==> src/rtl/lrh_pkg.sv <==
package lrh_pkg;

    typedef enum logic [1:0] {
        ST_IDLE = 2'd0,
        ST_REQ  = 2'd1,
        ST_DONE = 2'd2,
        ST_ACK  = 2'd3
    } lrh_state_e;

endpackage

==> src/rtl/lrh_trigger_sel.sv <==
module lrh_trigger_sel (
    input  logic sw_en,
    input  logic sw_force,
    input  logic hw_en,
    input  logic hw_in,
    output logic trig
);
    // hardware enable wins; software enable is then ignored
    always_comb begin
        if (hw_en) trig = hw_in;
        else       trig = sw_en & sw_force;
    end
endmodule

==> src/rtl/lrh_persist_filter.sv <==
module lrh_persist_filter #(
    parameter int THRESH = 10
) (
    input  logic clk,
    input  logic rst,
    input  logic strobe,
    input  logic bit_in,
    output logic conf_d,
    output logic conf_q
);
    localparam int CW = $clog2(THRESH + 1);
    localparam logic [CW-1:0] LIM  = CW'(THRESH);
    localparam logic [CW-1:0] LIM1 = CW'(THRESH - 1);

    logic [CW-1:0] cnt_q, cnt_d;

    always_comb begin
        if (!bit_in)          cnt_d = '0;
        else if (cnt_q < LIM) cnt_d = cnt_q + 1'b1;
        else                  cnt_d = cnt_q;
        conf_d = bit_in && (cnt_q >= LIM1);
    end

    always_ff @(posedge clk) begin
        if (rst) begin
            cnt_q  <= '0;
            conf_q <= 1'b0;
        end else if (strobe) begin
            cnt_q  <= cnt_d;
            conf_q <= conf_d;
        end
    end
endmodule

==> src/rtl/lrh_fsm.sv <==
module lrh_fsm
    import lrh_pkg::*;
(
    input  logic clk,
    input  logic rst,
    input  logic strobe,
    input  logic role_master,
    input  logic trig,
    input  logic conf,
    input  logic done_rd,
    output logic tx_bit,
    output logic done
);
    lrh_state_e st_q, st_d;
    logic       complete;

    always_comb begin
        st_d     = st_q;
        complete = 1'b0;
        if (strobe) begin
            unique case (st_q)
                ST_IDLE: begin
                    if (role_master) begin
                        if (trig) st_d = ST_REQ;
                    end else if (conf && trig) begin
                        st_d = ST_ACK;
                    end
                end
                ST_REQ: begin
                    if (conf) begin
                        complete = 1'b1;
                        st_d     = trig ? ST_DONE : ST_IDLE;
                    end else if (!trig) begin
                        st_d = ST_IDLE;
                    end
                end
                ST_DONE: begin
                    if (!trig) st_d = ST_IDLE;
                end
                ST_ACK: begin
                    if (!(conf && trig)) st_d = ST_IDLE;
                end
            endcase
        end
    end

    always_ff @(posedge clk) begin
        if (rst) st_q <= ST_IDLE;
        else     st_q <= st_d;
    end

    always_ff @(posedge clk) begin
        if (rst) begin
            tx_bit <= 1'b0;
            done   <= 1'b0;
        end else begin
            if (strobe) tx_bit <= (st_d == ST_REQ) || (st_d == ST_ACK);
            if (complete)     done <= 1'b1;
            else if (done_rd) done <= 1'b0;
        end
    end
endmodule

==> src/rtl/link_rst_handshake.sv <==
module link_rst_handshake #(
    parameter int HF_THRESH = 10
) (
    input  logic clk,
    input  logic rst,
    input  logic role_master,
    input  logic hf_strobe,
    input  logic rx_rst_bit,
    input  logic hw_rst_in,
    input  logic ctl_sw_en,
    input  logic ctl_sw_force,
    input  logic ctl_hw_en,
    input  logic done_rd,
    output logic tx_rst_bit,
    output logic rst_detected,
    output logic req_done
);
    logic trig, conf_now, conf_reg;

    lrh_trigger_sel u_trig (
        .sw_en    (ctl_sw_en),
        .sw_force (ctl_sw_force),
        .hw_en    (ctl_hw_en),
        .hw_in    (hw_rst_in),
        .trig     (trig)
    );

    lrh_persist_filter #(.THRESH(HF_THRESH)) u_filt (
        .clk    (clk),
        .rst    (rst),
        .strobe (hf_strobe),
        .bit_in (rx_rst_bit),
        .conf_d (conf_now),
        .conf_q (conf_reg)
    );

    lrh_fsm u_fsm (
        .clk         (clk),
        .rst         (rst),
        .strobe      (hf_strobe),
        .role_master (role_master),
        .trig        (trig),
        .conf        (conf_now),
        .done_rd     (done_rd),
        .tx_bit      (tx_rst_bit),
        .done        (req_done)
    );

    assign rst_detected = conf_reg & ~role_master;
endmodule

==> config.mk <==
export PLATFORM = sky130hd
export DESIGN_NAME = link_rst_handshake
export DESIGN_NICKNAME = d
export VERILOG_FILES = /design/src/rtl/lrh_pkg.sv /design/src/rtl/lrh_trigger_sel.sv /design/src/rtl/lrh_persist_filter.sv /design/src/rtl/lrh_fsm.sv /design/src/rtl/link_rst_handshake.sv
export SDC_FILE = /design/constraint.sdc
export NUM_CORES = 1
export LEC_CHECK = 0
export ABC_AREA = 1
export BUFFER_PORTS_ARGS = -buffer_cell sky130_fd_sc_hd__buf_2
export CAP_MARGIN = 20
export CORE_AREA = 2 2 39 41
export CTS_CLUSTER_SIZE = 16
export DETAILED_ROUTE_END_ITERATION = 8
export DIE_AREA = 0 0 41 43
export GPL_TIMING_DRIVEN = 0
export PLACE_DENSITY = 0.68
export SLEW_MARGIN = 20
export SYNTH_ARGS = -nofsm -noshare
export SYNTH_HDL_FRONTEND = slang
export SYNTH_SLANG_ARGS = --single-unit
==> constraint.sdc <==
create_clock -name clk -period 1.9 [get_ports clk]
set_clock_uncertainty 0.15 [all_clocks]
set_input_delay 0.285 -clock clk [delete_from_list [all_inputs] [get_ports clk]]
set_output_delay 0.285 -clock clk [all_outputs]
set_load 0.01 [all_outputs]
; Word-level counts from Yosys, hierarchy flattened
; Index checks and enable logic that the tools add are counted.
[totals]
regBits = 9
latchBits = 0
ram_bits = 0
romBits = 0
in_bits = 10
output_inout_bits = 3
wordCells = 40
memories = 0
[classes]
addsub = 1
multipliers = 0
div = 0
magnitude_cmp = 2
n_eq_ne = 6
n_shift = 0
mux = 17
bitwise_logic = 3
n_reduce_logical = 6
[op_table]
columns = cell, n
row1 = $mux 2, 8
row2 = $mux 4, 2
row3 = $pmux 2 s4, 1
row4 = $eq 2x2->1 const B, 3
row5 = $mux 1, 6
row6 = $add 4x1->4 const B, 1
row7 = $eq 2x1->1 const B, 2
row8 = $ge 4x4->1 const B, 1
row9 = $lt 4x4->1 const B, 1
row10 = $and 1x1->1, 2
row11 = $logic_and 1x1->1, 2
row12 = $logic_not 2->1, 1
row13 = $ne 2x1->1 const B, 1
row14 = $reduce_and 2->1, 1
row15 = $reduce_bool 2->1, 1
row16 = $logic_or 1x1->1, 1
row17 = $not 1->1, 1

; Longest topological paths before layout
; Gate-level depths: netlist of run 1.
[logic_depth]
depth_word = 9
mapped_depth = 10
ltp_nobuf = 10

; By module
; A second synthesis of run 1 with hierarchy kept.
[unflattened]
hier_cells = 87
hier_area_um2 = 571.8
[modules_own_cells]
columns = module, instances, cells_per_inst, area_per_inst_um2, seq_area_each_um2
row1 = lrh_persist_filter, 1, 47, 329.1, 100.1
row2 = lrh_fsm, 1, 34, 209.0, 80.1
row3 = lrh_trigger_sel, 1, 4, 23.8, 0.0
row4 = link_rst_handshake, 1, 2, 10.0, 0.0

; Worst setup path after synthesis of run 1
; OpenSTA, ideal clock, no wires.
[synth_path]
kind = register -> register
start = register u_filt.cnt_q[1]
end = register u_fsm.st_q[0]
setup_time_ns = 0.120
arrival_time_ns = 1.028
t_required_ns = 1.630
slack_ns = 0.601
stages_incl_launch_ff = 9
path_buffers = 0
period_less_slack_ns = 1.299
path_cell_list = dfxtp_1 -> inv_1 -> ha_1 -> inv_1 -> nand3_2 -> nand2_2 -> nor2_2 -> a21oi_1 -> a21oi_1
[synth_between]
elab_chain_cells = 7
elab_cells_between_ends = 9
cone_classes = order compare: 1 / mux: 6 / reduce/logical: 2
[synth_lines]
columns = element, line
row1 = "start, declared", lrh_persist_filter.sv:15  ; logic [CW-1:0] cnt_q, cnt_d;
row2 = "start signal, assigned", lrh_persist_filter.sv:29  ; cnt_q <= cnt_d;
row3 = $ge 4x4->1 *, lrh_persist_filter.sv:21  ; conf_d = bit_in && (cnt_q >= LIM1);
row4 = $logic_and 1x1->1 *, lrh_persist_filter.sv:21
row5 = $logic_and 1x1->1, "lrh_fsm.sv:25, lrh_fsm.sv:41"
row6 = $mux 2, lrh_fsm.sv:25  ; end else if (conf && trig) begin
row7 = $mux 2, lrh_fsm.sv:23  ; if (role_master) begin
row8 = $pmux 2 s4 *, lrh_fsm.sv:21  ; unique case (st_q)
row9 = $mux 2 *, lrh_fsm.sv:20  ; if (strobe) begin
row10 = "end signal, assigned", lrh_fsm.sv:49  ; else st_q <= st_d;
row11 = "end, declared", lrh_fsm.sv:14  ; lrh_state_e st_q, st_d;
; Every way passes the cells marked *; elsewhere a longest branch is shown, timed or not.
; A chain may end at the register's enable or synchronous reset.

; Worst setup path in the final report of run 1
[layout_path]
start = register u_filt.cnt_q[1]
end = register u_fsm.tx_bit
[layout_between]
elab_chain_cells = 9
elab_cells_between_ends = 12
cone_classes = order compare: 1 / eq/ne: 2 / mux: 6 / reduce/logical: 3
[layout_lines]
columns = element, line
row1 = $ge 4x4->1 *, lrh_persist_filter.sv:21
row2 = $logic_and 1x1->1 *, lrh_persist_filter.sv:21
row3 = $logic_and 1x1->1, "lrh_fsm.sv:25, lrh_fsm.sv:41"
row4 = $mux 2, lrh_fsm.sv:25
row5 = $mux 2, lrh_fsm.sv:23
row6 = $pmux 2 s4 *, lrh_fsm.sv:21
row7 = $mux 2 *, lrh_fsm.sv:20
row8 = $eq 2x1->1 or $eq 2x2->1 (tied branches), lrh_fsm.sv:57  ; if (strobe) tx_bit <= (st_d == ST_REQ) || (st_d == ST_ACK);
row9 = $logic_or 1x1->1 *, lrh_fsm.sv:57
row10 = "end signal, assigned", lrh_fsm.sv:57
row11 = "end, declared", lrh_fsm.sv:11  ; output logic tx_bit,
; Marks and branches as above.

==> impl_results.md, run 1 <==
* Crit path max fanout at 4
* Detailed-route via count at 549
* Die H at 43 um
* Status: finished clean
* Syn Nets at 97
* Final min period at 1.45 ns
* Via density at 4.73
* Nets at 114
* GP Congestion at 0.839
* CTS tree: yes
* Hpwl dp at 838 um
* Largest net degree at the start of global routing at 9
* # diodes at 0
* TritonRoute pass-1 iters at 4
* Netlist Area Pre-Place at 533 um2
* Port Buffers at 12
* Multi-input gate area at 282 um2
* Pwr Density at 644 nW/um2
* Final WL at 1080 um
* Die area at 1760 um2
* Comb pwr share at 15.5%
* Starting Density at 38.5%
* Share of cells above drive strength 1 at 20.0%
* Startpoint Class: register
* Critical Path Sink Type: register
* Final Hold Viols at 0
* VDD IR max at 0.000334 V
* Critical path arrival at 1.45 ns
* Overall routing resource usage at 15.8%
* Switching share of total power at 26.9%
* Congestion Overflow GR at 0
* Sequential fraction of the synthesis area at 33.8%
* Row count at 14
* Initial DRC Count at 19
* Max Fclk at 688 MHz
* Post-Synthesis Cells at 84
* Leak pwr at 0.343 nW
* Tcrit/Tclk final at 76.5%
* Post-CTS resize count at 0
* Avg Synthesized Cell Area at 6.35 um2
* H-tree depth at 1
* Tightest hold margin at 0.0967 ns
* Clock Power Share at 35.7%
* Yosys reg bits at 9
* Setup violators final at 0
* Postcts setup bufs at 0
* Hold buffers post-CTS at 0
* Area Overhead vs Synth at 20.0%
* Actual slew at the worst max-slew pin at 0.326 ns
* Root buf cell: clkbuf_4
* Setup TNS at 0 ns
* Slew margin rel. at 78.1%
* CORE AREA at 1380 um2
* Top cell type's share of synthesized area at 33.8%
* Met3 Usage GRT at 1.57%
* Most Crowded Layer GR: met2
* Int Pwr at 301 uW
* # DRC at 0
* Die W at 41 um
* Initial antenna violation count at 0
* Ranking of synthesized cells by area: dfxtp_1 (34%), nand2_1 (16%), inv_1 (13%)
* Yosys top cell by area: dfxtp_1
* Number of max-cap violations at 0
* Routed Antenna Nets at 0
* CTS Buf Count at 3
* Worst-path clk slew at 0.06 ns
* Clock Sinks at 9
* Synth warn at 0
* GRT met2 Usage at 24.4%
* Cell variety after synth at 14
* Vias in the first global route at 514
* CP required at 1.90 ns
* Critical path type: reg -> reg
* Clock Path Buffers at 2
* RSZ-0062 raised after global routing: false
* First-pass GRT wire length at 1930 um
* Worst-skew pair later-pin latency at 0.26 ns
* Class of the worst hold path: in -> reg
* DR WL/cell at 9.28 um
* GRT met1 Usage at 19.9%
* FILL cells at 146
* # IOs at 13
* Sequential power share at 48.8%
* Max Slew Vio Count at 0
* Register area at 180 um2
* Switching Power at 111 uW
stage by stage:
step | instance area, um2 | instances | power, mW | setup WS (ns) | utilization [%]
5_1_grt | 639 | 116 | 0.437 | 0.308 | 46.2
3_3_place_gp | 613 | 112 | 0.267 | 0.501 | 44.3
3_5_place_dp | 613 | 112 | 0.268 | 0.474 | 44.3
4_1_cts | 639 | 116 | 0.417 | 0.446 | 46.2
2_1_floorplan | 533 | 84 | 0.244 | 0.601 | -
6_report | 639 | 116 | 0.412 | 0.446 | 46.2
kinds of logic after synthesis:
family	count (synthesis)	share of synthesized area (%)
fa+ha+maj	3	7.04
buf+inv	19	13.4
simple gates	38	31.2
compound gates	15	14.6
flops	9	33.8
power groups by stage:
stage	Combinational (mW)	Sequential, mW	Clock, mW
floorplan	0.0392	0.205	0
global placement	0.0618	0.205	0
detailed placement	0.0630	0.205	0
CTS	0.0641	0.201	0.152
global route	0.0736	0.202	0.162
finish	0.0638	0.201	0.147
placed cells by master, fill, tap and decap left out:
master    count
clkbuf_4      3
o21ai_0       5
inv_1        18
clkbuf_1      1
nand4_1       1
nand2_1      23
nor2_1        4
dfxtp_1       9
inv_2         1
nand3_1       6
a211oi_1      1
nand2_2       2
ha_1          3
nand3_2       1
buf_2        12
a21oi_1       9
nor2_2        1
cells in the mapped netlist (all sizes together):
cell type,n
nand4,1
a211oi,1
ha,3
dfxtp,9
nor2,5
o21ai,5
inv,19
a21oi,9
nand3,7
nand2,25
critical path, cell delays in order, from the launching register on:
cell and delay (ns):
dfxtp_1 0.36, inv_1 0.10, ha_1 0.18, inv_1 0.06, nand3_2 0.09, nand2_2 0.10, nor2_2 0.05, a21oi_1 0.16
a21oi_1 0.09
per-layer routing:
layer	wire length [um]	part of all wire, %	up-vias
met4	11	1.0	0
met1	495	46	235
li1	-	-	294
met5	0	0	-
met2	492	46	18
met3	76	7.1	2
final timing paths:
kind / from / to / slack (ns) / depth (start not counted)
setup / recovery: u_filt.cnt_q[1] / u_fsm.tx_bit / 0.45 / 8
hold / removal: rst / u_fsm.done / 0.1 / 2
setup reg to reg: u_filt.cnt_q[1] / u_fsm.tx_bit / 0.45 / 8
hold reg to reg: u_fsm.done / u_fsm.done / 0.31 / 2
layout make-up:
class / instances / share of cell area (%)
flip-flops and latches: 9 / 28.2
well taps: 16 / 3.13
inverters: 19 / 11.2
clock buffers: 4 / 4.11
multi-input cells: 56 / 44.0
repair buffers: 12 / 9.39
registers in the layout, summed over array words and instances, names as in the netlist:
| signal | count |
|---|---|
| u_fsm.tx_bit | 1 |
| u_filt.cnt_q | 4 |
| u_filt.conf_q | 1 |
| u_fsm.done | 1 |
| u_fsm.st_q | 2 |
(Power assumes the default switching activity.)
==> run 2, diff against run 1 <==
==> constraint.sdc (replaced) <==
create_clock -name clk -period 1.41 [get_ports clk]
set_clock_uncertainty 0.15 [all_clocks]
set_input_delay 0.2115 -clock clk [delete_from_list [all_inputs] [get_ports clk]]
set_output_delay 0.2115 -clock clk [all_outputs]
set_load 0.01 [all_outputs]
==> run 2 against run 1 <==
  * Via count is 3.3% higher
  * Sequential power is 36% higher
  * First-iteration DRC count is 53% lower
  * Critical path depth stayed put
  * Total power is 43% higher
  * Combinational power is 79% higher
  * Setup slack worse by 0.40 ns
  * Clock power is 35% higher
  * Highest routed layer unchanged
==> impl_results.md, run 2 (same netlist as run 1, synthesis figures left out) <==
* Initial antenna violation count at 0
* Initial DRC Count at 9
* Tightest hold margin at 0.0225 ns
* Area Overhead vs Synth at 34.3%
* Slew margin rel. at 78.6%
* Status: finished clean
* Die W at 41 um
* TritonRoute pass-1 iters at 4
* Layout Cells excl Fill at 119
* Worst-skew pair later-pin latency at 0.26 ns
* Switching share of total power at 28.2%
* Most common cell after layout, fill and taps aside: nand2_1
* Overall routing resource usage at 15.8%
* Startpoint Class: register
* Setup violators final at 0
* DR WL/cell at 10.2 um
* Int Pwr at 421 uW
* Max reg flops at 4
* Worst-path clk slew at 0.06 ns
* Clock Sinks at 9
* Final Hold Viols at 0
* Congestion Overflow GR at 0
* DP Cell Count at 112
* Port Buffers at 12
* Via density at 4.76
* Final WL at 1210 um
* CTS tree: yes
* VDD IR max at 0.000454 V
* Comb pwr share at 19.5%
* Starting Density at 38.5%
* Clock Path Buffers at 2
* Critical path type: reg -> reg
* Leak pwr at 0.361 nW
* GP Congestion at 0.839
* Final min period at 1.36 ns
* Vias in the first global route at 515
* Hold buffers post-CTS at 0
* H-tree depth at 1
* Nets at 117
* Die area at 1760 um2
* Hpwl dp at 838 um
* CORE AREA at 1380 um2
* Routed Antenna Nets at 0
* RSZ-0062 raised after global routing: true
* Max Fclk at 733 MHz
* Tcrit/Tclk final at 96.7%
* # diodes at 0
* Top flop regs: u_filt.cnt_q x4, u_fsm.st_q x2
* Switching Power at 165 uW
* Pwr Density at 820 nW/um2
* Crit path max fanout at 3
* Clock Power Share at 34.0%
* Sequential power share at 46.6%
* # DRC at 0
* Most frequent cells in the layout: nand2_1 (20), inv_1 (15), buf_2 (12)
* Critical Path Sink Type: register
* Actual slew at the worst max-slew pin at 0.318 ns
* CTS Buf Count at 3
* Root buf cell: clkbuf_4
* Most flop-heavy register: u_filt.cnt_q
* First-pass GRT wire length at 1930 um
* Class of the worst hold path: in -> reg
* Die H at 43 um
* # IOs at 13
* Detailed-route via count at 567
* Max Slew Vio Count at 0
* Largest net degree at the start of global routing at 9
* Share of cells above drive strength 1 at 35.0%
* Row count at 14
* Number of max-cap violations at 0
* CP required at 1.41 ns
* Critical path arrival at 1.36 ns
* Finished Core Util at 51.7%
==> run 2: per-layer routing <==
layer  track usage (%)  vias to the layer above  share of wire (%)
li1                  -                      297                  -
met3              1.57                        5                8.0
met4              10.0                        0                2.3
met5                 0                        -                  0
met1              19.9                      244                 43
met2              24.4                       21                 46
==> run 2: power by group through the flow <==
stage / logic, mW / clock network, mW / registers [mW]
6_report: 0.114 / 0.199 / 0.273
5_1_grt: 0.126 / 0.218 / 0.274
4_1_cts: 0.0895 / 0.205 / 0.271
3_5_place_dp: 0.0849 / 0 / 0.276
3_3_place_gp: 0.0833 / 0 / 0.276
2_1_floorplan: 0.0528 / 0 / 0.276
==> run 2: critical path, stage by stage (launching register included) <==
cell,delay (ns)
dfxtp_2,0.35
inv_4,0.05
ha_4,0.15
inv_2,0.04
nand3_2,0.09
nand2_2,0.11
nor2_2,0.05
a21oi_2,0.18
a21oi_2,0.07
==> run 2: final timing paths <==
kind	startpoint	slack, ns	endpoint	cells after the start
max	u_filt.cnt_q[1]	0.05	u_fsm.st_q[0]	8
min	rst	0.02	u_fsm.done	2
max reg2reg	u_filt.cnt_q[1]	0.05	u_fsm.st_q[0]	8
min reg2reg	u_filt.cnt_q[3]	0.31	u_filt.cnt_q[3]	2
==> run 2: cell type report <==
cell class	count	area, um2
fillers	138	668
multi-input cells	56	325
flip-flops and latches	9	185
repair buffers	15	82.6
inverters	19	76.3
clock buffers	4	26.3
well taps	16	20.0
==> run 2: timing repair <==
action,in CTS,in global routing
setup endpoints to repair,2,3
buffers inserted,1,2
pin swaps,1,5
gates resized for setup,2,16
==> run 2: stage by stage <==
stage	instance area (um2)	TNS [ns]	setup WS (ns)	power [mW]
after floorplan	533	0	0.111	0.329
after global placement	613	0	0.0108	0.359
after detailed placement	613	-0.0292	-0.0158	0.361
after CTS	649	0	0.0175	0.565
after global routing	716	-0.0181	-0.00905	0.618
final	716	0	0.0464	0.587
